**src/rtl/irq_agg_pkg.sv**
```systemverilog
package irq_agg_pkg;

    // Kind of register selected by the current bus address
    typedef enum logic [1:0] {
        ACC_NONE = 2'd0,
        ACC_REQ  = 2'd1,
        ACC_STAT = 2'd2,
        ACC_EN   = 2'd3
    } acc_kind_e;

endpackage

```
**src/rtl/irq_agg_decode.sv**
```systemverilog
module irq_agg_decode
    import irq_agg_pkg::*;
#(
    parameter int ADDR_W     = 12,
    parameter int NUM_GROUPS = 8,
    parameter int REQ_ADDR   = 'h003,
    parameter int STAT_TOP   = 'h00B,
    parameter int EN_TOP     = 'h013,
    parameter int GIDX_W     = (NUM_GROUPS > 1) ? $clog2(NUM_GROUPS) : 1
) (
    input  logic [ADDR_W-1:0] addr,
    output acc_kind_e         kind,
    output logic [GIDX_W-1:0] gidx
);

    // Group g: status at STAT_TOP-g, enable at EN_TOP-g
    always_comb begin
        kind = ACC_NONE;
        gidx = '0;
        if (addr == ADDR_W'(REQ_ADDR)) begin
            kind = ACC_REQ;
        end
        for (int g = 0; g < NUM_GROUPS; g++) begin
            if (addr == ADDR_W'(STAT_TOP - g)) begin
                kind = ACC_STAT;
                gidx = GIDX_W'(g);
            end
            if (addr == ADDR_W'(EN_TOP - g)) begin
                kind = ACC_EN;
                gidx = GIDX_W'(g);
            end
        end
    end

endmodule

```
**src/rtl/irq_agg_group.sv**
```systemverilog
module irq_agg_group #(
    parameter int SRC_W = 8
) (
    input  logic             clk,
    input  logic             rst_n,
    input  logic [SRC_W-1:0] evt_i,
    input  logic             rd_clr_i,
    input  logic             wr_en_i,
    input  logic [SRC_W-1:0] wdata_i,
    output logic [SRC_W-1:0] stat_o,
    output logic [SRC_W-1:0] en_o,
    output logic             req_o
);

    typedef struct packed {
        logic [SRC_W-1:0] stat;
        logic [SRC_W-1:0] en;
        logic             req;
    } grp_state_t;

    grp_state_t st_d, st_q;
    logic       fresh;

    // Only pulses from enabled sources count; stored levels never do
    assign fresh = |(evt_i & st_q.en);

    always_comb begin
        st_d = st_q;
        if (rd_clr_i) begin
            st_d.stat = '0;
            st_d.req  = 1'b0;
        end
        st_d.stat = st_d.stat | evt_i;
        if (fresh) begin
            st_d.req = 1'b1;
        end
        if (wr_en_i) begin
            st_d.en = wdata_i;
        end
    end

    always_ff @(posedge clk or negedge rst_n) begin
        if (!rst_n) begin
            st_q <= '0;
        end else begin
            st_q <= st_d;
        end
    end

    assign stat_o = st_q.stat;
    assign en_o   = st_q.en;
    assign req_o  = st_q.req;

    a_r2_event_recorded: assert property (@(posedge clk) disable iff (!rst_n)
        (|evt_i) |=> ((st_q.stat & $past(evt_i)) == $past(evt_i)));

    a_r3_enabled_sets_req: assert property (@(posedge clk) disable iff (!rst_n)
        (|(evt_i & st_q.en)) |=> st_q.req);

    a_r5_read_clears_req: assert property (@(posedge clk) disable iff (!rst_n)
        (rd_clr_i && ((evt_i & st_q.en) == '0)) |=> !st_q.req);

    a_r7_no_spurious_req: assert property (@(posedge clk) disable iff (!rst_n)
        (!st_q.req && ((evt_i & st_q.en) == '0)) |=> !st_q.req);

endmodule

```
**src/rtl/irq_agg_rdport.sv**
```systemverilog
module irq_agg_rdport
    import irq_agg_pkg::*;
#(
    parameter int NUM_GROUPS = 8,
    parameter int SRC_W      = 8,
    parameter int DATA_W     = 8,
    parameter int GIDX_W     = 3
) (
    input  logic                        clk,
    input  logic                        rst_n,
    input  logic                        rd_i,
    input  acc_kind_e                   kind_i,
    input  logic [GIDX_W-1:0]           gidx_i,
    input  logic [NUM_GROUPS-1:0]       req_i,
    input  logic [NUM_GROUPS*SRC_W-1:0] stat_i,
    input  logic [NUM_GROUPS*SRC_W-1:0] en_i,
    output logic [DATA_W-1:0]           rdata_o
);

    typedef struct packed {
        logic [DATA_W-1:0] rdata;
    } rd_state_t;

    rd_state_t rs_d, rs_q;

    // Unused upper bits read as zero
    always_comb begin
        rs_d.rdata = '0;
        if (rd_i) begin
            unique case (kind_i)
                ACC_REQ:  rs_d.rdata = DATA_W'(req_i);
                ACC_STAT: rs_d.rdata = DATA_W'(stat_i[gidx_i*SRC_W +: SRC_W]);
                ACC_EN:   rs_d.rdata = DATA_W'(en_i[gidx_i*SRC_W +: SRC_W]);
                default:  rs_d.rdata = '0;
            endcase
        end
    end

    always_ff @(posedge clk or negedge rst_n) begin
        if (!rst_n) begin
            rs_q <= '0;
        end else begin
            rs_q <= rs_d;
        end
    end

    assign rdata_o = rs_q.rdata;

    a_r11_idle_bus_zero: assert property (@(posedge clk) disable iff (!rst_n)
        !rd_i |=> (rdata_o == '0));

endmodule

```
**src/rtl/intr_req_agg.sv**
```systemverilog
module intr_req_agg
    import irq_agg_pkg::*;
#(
    parameter int ADDR_W     = 12,
    parameter int DATA_W     = 8,
    parameter int NUM_GROUPS = 8,
    parameter int SRC_W      = 8,
    parameter int REQ_ADDR   = 'h003,
    parameter int STAT_TOP   = 'h00B,
    parameter int EN_TOP     = 'h013
) (
    input  logic                        clk,
    input  logic                        rst_n,
    input  logic [ADDR_W-1:0]           bus_addr,
    input  logic                        bus_rd,
    input  logic                        bus_wr,
    input  logic [DATA_W-1:0]           bus_wdata,
    output logic [DATA_W-1:0]           bus_rdata,
    input  logic [NUM_GROUPS*SRC_W-1:0] evt_i,
    output logic                        irq_n
);

    localparam int GIDX_W = (NUM_GROUPS > 1) ? $clog2(NUM_GROUPS) : 1;

    acc_kind_e                   kind;
    logic [GIDX_W-1:0]           gidx;
    logic [NUM_GROUPS-1:0]       req;
    logic [NUM_GROUPS*SRC_W-1:0] stat_flat;
    logic [NUM_GROUPS*SRC_W-1:0] en_flat;

    irq_agg_decode #(
        .ADDR_W    (ADDR_W),
        .NUM_GROUPS(NUM_GROUPS),
        .REQ_ADDR  (REQ_ADDR),
        .STAT_TOP  (STAT_TOP),
        .EN_TOP    (EN_TOP),
        .GIDX_W    (GIDX_W)
    ) u_decode (
        .addr(bus_addr),
        .kind(kind),
        .gidx(gidx)
    );

    for (genvar g = 0; g < NUM_GROUPS; g++) begin : g_grp
        logic rd_clr;
        logic wr_en;
        assign rd_clr = bus_rd && (kind == ACC_STAT) && (gidx == GIDX_W'(g));
        assign wr_en  = bus_wr && (kind == ACC_EN) && (gidx == GIDX_W'(g));

        irq_agg_group #(
            .SRC_W(SRC_W)
        ) u_grp (
            .clk     (clk),
            .rst_n   (rst_n),
            .evt_i   (evt_i[g*SRC_W +: SRC_W]),
            .rd_clr_i(rd_clr),
            .wr_en_i (wr_en),
            .wdata_i (bus_wdata[SRC_W-1:0]),
            .stat_o  (stat_flat[g*SRC_W +: SRC_W]),
            .en_o    (en_flat[g*SRC_W +: SRC_W]),
            .req_o   (req[g])
        );
    end

    irq_agg_rdport #(
        .NUM_GROUPS(NUM_GROUPS),
        .SRC_W     (SRC_W),
        .DATA_W    (DATA_W),
        .GIDX_W    (GIDX_W)
    ) u_rdport (
        .clk    (clk),
        .rst_n  (rst_n),
        .rd_i   (bus_rd),
        .kind_i (kind),
        .gidx_i (gidx),
        .req_i  (req),
        .stat_i (stat_flat),
        .en_i   (en_flat),
        .rdata_o(bus_rdata)
    );

    // Request bits come straight from flops; the line is their inverted OR
    assign irq_n = ~(|req);

endmodule

```
**config.mk**
```make
export PLATFORM = sky130hd
export DESIGN_NAME = intr_req_agg
export DESIGN_NICKNAME = d
export VERILOG_FILES = /design/src/rtl/irq_agg_pkg.sv /design/src/rtl/irq_agg_decode.sv /design/src/rtl/irq_agg_group.sv /design/src/rtl/irq_agg_rdport.sv /design/src/rtl/intr_req_agg.sv
export SDC_FILE = /design/constraint.sdc
export NUM_CORES = 1
export LEC_CHECK = 0
export ABC_AREA = 1
export CORE_UTILIZATION = 30
export CTS_CLUSTER_DIAMETER = 60
export DETAILED_ROUTE_END_ITERATION = 16
export HOLD_SLACK_MARGIN = 0.08
export SLEW_MARGIN = 40
export SYNTH_ARGS = -nofsm -noshare
export SYNTH_HDL_FRONTEND = slang
export SYNTH_SLANG_ARGS = --single-unit
```
**constraint.sdc**
```tcl
create_clock -name clk -period 2.75 [get_ports clk]
set_input_delay 0.275 -clock clk [delete_from_list [all_inputs] [get_ports clk]]
set_output_delay 0.275 -clock clk [all_outputs]
set_load 0.05 [all_outputs]
```
==> results.md, run 1 <==
- Int Power: 3730 uW
- Cell taking the most area after synthesis: dfrtp_1
- Synthesis Warnings: 0
- Router iterations before antenna repair: 5
- Die W: 159 um
- Seq/Total Area, Yosys: 0.488
- Routed wire per std cell: 16.2 um
- Final worst path period share: 0.874
- Worst Hold Margin: 0.369 ns
- Worst Hold Class: in2async
- CP endpoint kind: primary output
- Yosys top cell area share: 0.488
- Max Buffers Root-to-Sink: 2
- Worst setup SP type: flip-flop
- # H-tree levels: 4
- Setup ws final: 0.345 ns
- Total GRT Usage: 0.193
- Crit Path Category: reg2out
- Clk slew on worst S/H paths: 0.06 ns
- Sequential Power Share: 0.436
- Routability cong.: 0.933
- Final Skew: 0.0116 ns
- Rel. slew slack: 0.574
- Most common cell after layout, fill and taps aside: nand2_1
- RSZ-0062 raised after global routing: no
- Dpl cells: 1,416
- Sw Share: 0.232
- Nets@finish: 1,200
- Worst reg2reg startpoint: g_grp[1].u_grp.en_o[0]$_DFFE_PN0P_
- Clock sinks: 144
- FP Rows: 57
- First-pass GRT wire length: 36.9 mm
- Outcome: finished, final reports clean
- Leakage: 0.00493 uW
- Minimum clock period: 2.40 ns
- Post-CTS Setup Bufs: 0
- IO Count: 97
- Drc violations: 0
- Starting density of the core: 0.304
- Initial antenna violation count: 0
- Critical Path RT: 2.48 ns
- Die area: 25,200 um^2
- Synthesized flop and latch total: 144
- Die H: 159 um
- PwrDens: 489 nW/um^2
- Setup-failing EPs final: 0
- Largest net degree at the start of global routing: 55
- WP data arrival: 2.13 ns
- Max-slew violations: 0
- DR iter-0 viols: 522
- Critical-path maximum fanout: 2
- Max Fclk: 416 MHz
- Vias post-DR: 6,752
- Post-CTS Resized: 0
- Number of global-route vias before repair: 6,647
- Number of CTS-inserted buffers: 17
- Pre-CTS WS: -0.0654 ns
- Finished Layout Cells: 1,449
- GR Overflow Total: 0
- VDD IR-drop max: 0.336 mV
- Mapped Nets: 1,048
- Synth top area cells: dfrtp_1 49%, nand2_1 16%, inv_1 7.3%, o21ai_0 7.3%, o21bai_1 5.1%
- Share of cells above drive strength 1: 0.107
- ANT cells: 0
- Routed Antenna Nets: 0
- Root Buffer: clkbuf_16
- Hpwl dp: 17.3 mm
- Worst-Margin Slew: 0.638 ns
- Buffers on Ports: 96
- Mapped cell area: 7380 um^2
- Part of the power in the clock network: 0.505
- Placeable Area: 24,200 um^2
- Hold Vio Cnt, Final: 0
- Vias/cell: 4.66
- CTS tree: yes
- Max Cap Violations: 0
- Worst skew pair latency: 0.44 ns
- Psw: 1130 uW
- Final wirelength: 23.5 mm
- Count of unique library cells instantiated by Yosys: 31
- Commonest non-fill, non-tap cells in the layout: 313 x nand2_1, 144 x dfrtp_1, 143 x inv_1, 107 x o21ai_0, 95 x clkdlybuf4s50_1
- Sum Neg Setup Slack: 0 ns
- Mean post-synth cell area: 7.69 um^2
- Critical path origin: g_grp[2].u_grp.req_o$_DFFE_PN0P_
- Mapped Cells: 960
- Logic gate share of total power: 0.058
- P&R area growth vs syn: 34.7%
[kinds of logic (layout without fill, tap and decap cells)]
| logic type | count (synthesis) | count (layout) | synth area share |
|---|---|---|---|
| simple gates | 421 | 421 | 0.246 |
| flops | 144 | 144 | 0.488 |
| compound gates | 215 | 215 | 0.168 |
| buf+inv | 180 | 345 | 0.0971 |
[power groups by stage]
| stage | clock [uW] | combinational, uW | sequential, uW |
|---|---|---|---|
| CTS | 2490 | 289 | 2120 |
| global placement | 0 | 287 | 2160 |
| global route | 2590 | 308 | 2120 |
| floorplan | 0 | 47.2 | 2160 |
| detailed placement | 0 | 286 | 2160 |
| finish | 2460 | 284 | 2120 |
[final timing paths]
path | endpoint | slack, ns | cells past startpoint
max in group asynchronous | u_rdport.rdata_o[2]$_DFF_PN0_ | 1.59 | 3
min in group clk | g_grp[1].u_grp.stat_o[3]$_DFF_PN0_ | 0.42 | 3
max | irq_n | 0.35 | 4
min reg2reg | g_grp[5].u_grp.en_o[3]$_DFFE_PN0P_ | 0.49 | 2
min | g_grp[5].u_grp.stat_o[2]$_DFF_PN0_ | 0.37 | 2
max reg2reg | g_grp[1].u_grp.req_o$_DFFE_PN0P_ | 1.39 | 4
[Yosys cell counts]
cell type,count
o21ai_0,107
a2111oi_0,2
nand4_1,17
nand3_1,27
nor3_1,3
nor2_2,8
clkbuf_1,13
o2111ai_1,1
nand2_4,2
buf_4,3
nor2_1,27
nor3_4,2
inv_2,5
nand2_1,313
nand4_2,1
o22ai_1,1
inv_1,143
nand3b_1,17
a22o_1,1
a21oi_1,29
buf_2,12
dfrtp_1,144
or2_1,1
a221oi_1,2
o211ai_1,6
o21ai_2,1
nor2_4,3
buf_6,2
clkinv_1,2
o21bai_1,50
o21ai_1,15
[final cells by class]
cell class	count	area, um^2
clock buffers	19	443
clock inverters	13	178
fillers	2506	14300
inverters	150	563
multi-input cells	636	3070
flip-flops and latches	144	3600
well taps	324	405
repair buffers	163	1680
[routing by layer]
metal	vias up	track usage	routed length, um
li1	3358	-	-
met1	3157	0.274	11300
met2	207	0.297	10500
met5	-	0	0
met4	0	0.0616	457
met3	30	0.0334	1170
[flip-flops by register name (all words and copies together) (netlist names)]
| register | cells |
|---|---|
| g_grp.u_grp.req_o | 8 |
| g_grp.u_grp.en_o | 64 |
| g_grp.u_grp.stat_o | 64 |
| u_rdport.rdata_o | 8 |
[metrics by stage]
stage	util	total power, uW	instance area (um^2)
global placement	0.384	2450	9310
finish	0.410	4860	9940
detailed placement	0.384	2450	9310
global route	0.410	5020	9940
CTS	0.410	4900	9940
floorplan	-	2210	7380
[repair_timing]
action / 4_1_cts / 5_1_grt
endpoints found under the setup margin: 0 / 0
endpoints found under the hold margin: 48 / 0
hold buffers: 1 / 0
[worst max-delay path: stages (launching register included)]
cell             delay, ns
dfrtp_1               0.41
inv_1                 0.14
nand4_1               0.14
nor2_1                0.19
clkdlybuf4s50_1       0.82
No activity file was read; power rests on OpenSTA's default activity.
==> inputs of run 2 (changes only) <==
==> constraint.sdc (replaced) <==
create_clock -name clk -period 2.65 [get_ports clk]
set_input_delay 0.265 -clock clk [delete_from_list [all_inputs] [get_ports clk]]
set_output_delay 0.265 -clock clk [all_outputs]
set_load 0.05 [all_outputs]
==> results.md, run 2 (same netlist as run 1, synthesis figures left out) <==
- Outcome: finished, final reports clean
- Final Skew: 0.00845 ns
- Buffers on Ports: 96
- Post-CTS Setup Bufs: 0
- P&R area growth vs syn: 35.9%
- Routed Antenna Nets: 0
- Hpwl dp: 17.2 mm
- CP dominant cell by count: nand2_1
- Clk slew on worst S/H paths: 0.06 ns
- Die area: 25,200 um^2
- Critical-path maximum fanout: 10
- # H-tree levels: 4
- First-pass GRT wire length: 37.1 mm
- Hold Vio Cnt, Final: 0
- Finished Layout Cells: 1,459
- Number of CTS-inserted buffers: 17
- Crit Path Category: in2reg
- Setup-failing EPs final: 0
- Final core occ: 0.414
- Die H: 159 um
- Max Buffers Root-to-Sink: 2
- Worst setup SP type: primary input
- Tot Pwr: 4990 uW
- Vias post-DR: 6,816
- WP data arrival: 2.78 ns
- Hold_buf cts: 1
- CTS tree: yes
- FP Rows: 57
- Slowest CP cell: clkdlybuf4s50_1
- PwrDens: 498 nW/um^2
- DR iter-0 viols: 542
- Critical path's top delay family: buffers and inverters
- Initial antenna violation count: 0
- Final wirelength: 23.4 mm
- Commonest non-fill, non-tap cells in the layout: 313 x nand2_1, 144 x dfrtp_1, 143 x inv_1, 107 x o21ai_0, 95 x clkdlybuf4s50_1
- Worst Hold Class: in2async
- Post-CTS Resized: 0
- Dpl cells: 1,426
- Leakage: 0.00498 uW
- Worst-Margin Slew: 0.590 ns
- Number of global-route vias before repair: 6,731
- Max Cap Violations: 0
- Final worst path period share: 0.919
- Starting density of the core: 0.304
- Routability cong.: 0.928
- Buf/Inv on CP: 8
- Vias/cell: 4.67
- Share of cells above drive strength 1: 0.114
- Total GRT Usage: 0.195
- VDD IR-drop max: 0.336 mV
- Nets@finish: 1,210
- Largest net degree at the start of global routing: 55
- CP peak stage delay: 0.43 ns
- Drc violations: 0
- Max-slew violations: 0
- Router iterations before antenna repair: 5
- Placeable Area: 24,200 um^2
- Rel. slew slack: 0.606
- Critical Path RT: 3.00 ns
- IO Count: 97
- Die W: 159 um
- Worst Hold Margin: 0.380 ns
- GR Overflow Total: 0
- Most common cell after layout, fill and taps aside: nand2_1
- Cell Chain, Critical Path: clkdlybuf4s50_1 -> nor2_2 -> nand2_1 -> nor2_4 -> inv_1 -> buf_4 -> nor3_1 -> inv_1 -> nand4_1 -> buf_4 -> inv_1 -> nand2_1 -> buf_12 -> buf_4 -> a21oi_1 -> nor2_1 -> nand2_1 -> nand2_1 -> nand2_1 -> a21oi_1
- Pre-CTS WS: -0.241 ns
- Root Buffer: clkbuf_16
- Minimum clock period: 2.43 ns
- CP endpoint kind: flip-flop
- Max Fclk: 411 MHz
- Worst skew pair latency: 0.43 ns
- RSZ-0062 raised after global routing: no
- Setup ws final: 0.216 ns
- Routed wire per std cell: 16.0 um
- Clock sinks: 144
-- run 2: worst reg2reg max path: stages, from the launching register on --
cell	delay, ns
dfrtp_1	0.40
nand2_1	0.07
o21ai_0	0.08
a2111oi_0	0.52
o21ai_0	0.18
-- run 2: stage by stage --
stage	cell area (um^2)	TNS, ns
final	10000	0
after global routing	10000	0
after CTS	10000	0
after detailed placement	9410	-9.36
after global placement	9410	-4.91
after floorplan	7380	0
-- run 2: where the power goes --
group          switching [uW]  internal [uW]  total [uW]  leakage [uW]
clock network             940           1550        2490      0.000292
registers                1.14           2200        2200       0.00164
logic                     147            154         301       0.00305
-- run 2: final cells by class --
type / count / area (um^2)
sequential: 144 / 3600
clock inverter: 9 / 133
multi-input combinational: 636 / 3070
antenna: 1 / 2.50
fill: 2521 / 14200
tap: 324 / 405
inverter: 150 / 563
timing repair buffer: 173 / 1780
clock buffer: 22 / 474
-- run 2: worst paths after layout --
kind | startpoint | to | slack, ns | cells past startpoint
max reg2reg | g_grp[5].u_grp.en_o[1]$_DFFE_PN0P_ | g_grp[5].u_grp.req_o$_DFFE_PN0P_ | 1.25 | 4
min | rst_n | g_grp[5].u_grp.stat_o[3]$_DFF_PN0_ | 0.38 | 2
min in group clk | evt_i[61] | g_grp[7].u_grp.stat_o[5]$_DFF_PN0_ | 0.41 | 3
max | bus_addr[7] | u_rdport.rdata_o[7]$_DFF_PN0_ | 0.22 | 20
max in group asynchronous | rst_n | g_grp[3].u_grp.req_o$_DFFE_PN0P_ | 1.61 | 3
min reg2reg | g_grp[7].u_grp.en_o[5]$_DFFE_PN0P_ | g_grp[7].u_grp.en_o[5]$_DFFE_PN0P_ | 0.48 | 2
-- run 2: routing by layer --
metal	vias to the layer above	track usage	wire length (um)
li1	3385	-	-
met1	3227	0.272	11100
met2	182	0.305	10800
met3	22	0.0337	1150
met4	0	0.0634	377
met5	-	0	0
==> inputs of run 3 (changes only) <==
==> constraint.sdc (replaced) <==
create_clock -name clk -period 2.1 [get_ports clk]
set_input_delay 0.21 -clock clk [delete_from_list [all_inputs] [get_ports clk]]
set_output_delay 0.21 -clock clk [all_outputs]
set_load 0.05 [all_outputs]
==> results.md, run 3 (same netlist as run 1, synthesis figures left out) <==
- Max Fclk: 498 MHz
- Total GRT Usage: 0.208
- Final Skew: 0.00873 ns
- Max Buffers Root-to-Sink: 2
- Met2 usage: 0.327
- Flop2flop setup slack: 0.71 ns
- Met3 Usage GRT: 0.0475
- CP endpoint kind: flip-flop
- Sequential Power Share: 0.457
- Die W: 159 um
- Die H: 159 um
- Pre-CTS WS: -0.703 ns
- Met1 GRT Util: 0.276
- Number of global-route vias before repair: 7,110
- Max Cap Violations: 0
- Max-slew violations: 0
- Routed Antenna Nets: 0
- # H-tree levels: 4
- Initial antenna violation count: 1
- Largest net degree at the start of global routing: 68
- Finished Layout Cells: 1,487
- Final core occ: 0.436
- Vias/cell: 4.79
- Setup-failing EPs final: 0
- Worst Hold Class: in2async
- Nets@finish: 1,238
- Dpl cells: 1,431
- Die area: 25,200 um^2
- Number of CTS-inserted buffers: 17
- Router iterations before antenna repair: 5
- First-pass GRT wire length: 39.7 mm
- PwrDens: 576 nW/um^2
- Part of the power in the clock network: 0.479
- Logic gate share of total power: 0.064
- Worst-Margin Slew: 0.638 ns
- Worst skew pair latency: 0.43 ns
- Buffers on Ports: 96
- Vias post-DR: 7,121
- Minimum clock period: 2.01 ns
- VDD IR-drop max: 0.504 mV
- IO Count: 97
- Critical Path RT: 2.42 ns
- Commonest non-fill, non-tap cells in the layout: 285 x nand2_1, 144 x dfrtp_1, 138 x inv_1, 89 x o21ai_0, 82 x clkdlybuf4s50_1
- Sw Share: 0.239
- Placeable Area: 24,200 um^2
- Drc violations: 0
- Setup ws final: 0.0910 ns
- Hold Vio Cnt, Final: 0
- Final worst path period share: 0.957
- Most common cell after layout, fill and taps aside: nand2_1
- ANT cells: 0
- Int Power: 4630 uW
- Psw: 1460 uW
- Share of cells above drive strength 1: 0.193
- Worst setup SP type: primary input
- GRT busiest layer: met2
- P&R area growth vs syn: 43.1%
- Root Buffer: clkbuf_16
- Crit Path Category: in2reg
- Critical-path maximum fanout: 13
- Tot Pwr: 6080 uW
- Worst Hold Margin: 0.201 ns
- GR Overflow Total: 0
- CTS tree: yes
- Rel. slew slack: 0.574
- Leakage: 0.00525 uW
- Clk slew on worst S/H paths: 0.06 ns
- DR iter-0 viols: 532
- Final wirelength: 25.7 mm
- WP data arrival: 2.32 ns
- Clock sinks: 144
- Starting density of the core: 0.304
- Hpwl dp: 17.3 mm
- Routability cong.: 0.938
- FP Rows: 57
- Routed wire per std cell: 17.3 um
- Outcome: finished, final reports clean
==> run 3: path summary, 6_finish.rpt <==
| path | startpoint | endpoint | depth (start not counted) |
|---|---|---|---|
| max in group asynchronous | rst_n | g_grp[3].u_grp.en_o[0]$_DFFE_PN0P_ | 3 |
| max reg2reg | g_grp[5].u_grp.en_o[3]$_DFFE_PN0P_ | g_grp[5].u_grp.req_o$_DFFE_PN0P_ | 4 |
| max | bus_addr[0] | u_rdport.rdata_o[1]$_DFF_PN0_ | 16 |
| min in group clk | evt_i[11] | g_grp[1].u_grp.stat_o[3]$_DFF_PN0_ | 3 |
| min reg2reg | g_grp[1].u_grp.en_o[3]$_DFFE_PN0P_ | g_grp[1].u_grp.en_o[3]$_DFFE_PN0P_ | 2 |
| min | rst_n | g_grp[5].u_grp.stat_o[5]$_DFF_PN0_ | 2 |
==> run 3: power groups by stage <==
| stage | Clock, uW | Combinational, uW | Sequential, uW |
|---|---|---|---|
| floorplan | 0 | 61.8 | 2830 |
| global placement | 0 | 390 | 2830 |
| detailed placement | 0 | 388 | 2830 |
| CTS | 2950 | 392 | 2780 |
| global route | 3060 | 421 | 2780 |
| finish | 2910 | 390 | 2780 |
==> run 3: layout make-up <==
class	instances	area (um^2)
fill	2495	13700
sequential	144	3600
multi-input combinational	636	3260
timing repair buffer	201	2180
inverter	150	566
clock buffer	19	443
tap	324	405
clock inverter	13	113
==> run 3: repair_timing <==
action / in CTS / in global routing
hold buffers: 1 / 0
cloned: 6 / 3
setup endpoints to repair: 142 / 113
resized for setup: 80 / 57
setup buffers: 14 / 2
pin swaps: 18 / 24
endpoints found under the hold margin: 144 / 0
==> run 3: routing by layer <==
layer | wire length (um) | share of wire | up-vias
met5 | 0 | 0 | -
met4 | 696 | 0.027 | 0
met3 | 1740 | 0.068 | 45
met2 | 11800 | 0.46 | 242
met1 | 11500 | 0.45 | 3401
li1 | - | - | 3433
==> run 3: critical path, cell delays in order <==
cell and delay [ns]:
clkdlybuf4s15_1 0.27, inv_1 0.10, o211ai_1 0.21, buf_4 0.15, nand2_2 0.09, o21ai_4 0.24
clkbuf_16 0.22, buf_12 0.14, nand2_1 0.06, o21ai_1 0.08, buf_4 0.12, nand2_1 0.09
nand4_1 0.12, nand2_1 0.06, nand2_1 0.08, nand2_2 0.07
==> run 3: stage by stage <==
step	TNS, ns	cell area, um^2
finish	0	10600
global route	-0.0167	10600
CTS	0	10400
detailed placement	-78.49	9420
global placement	-74.52	9420
floorplan	0	7380
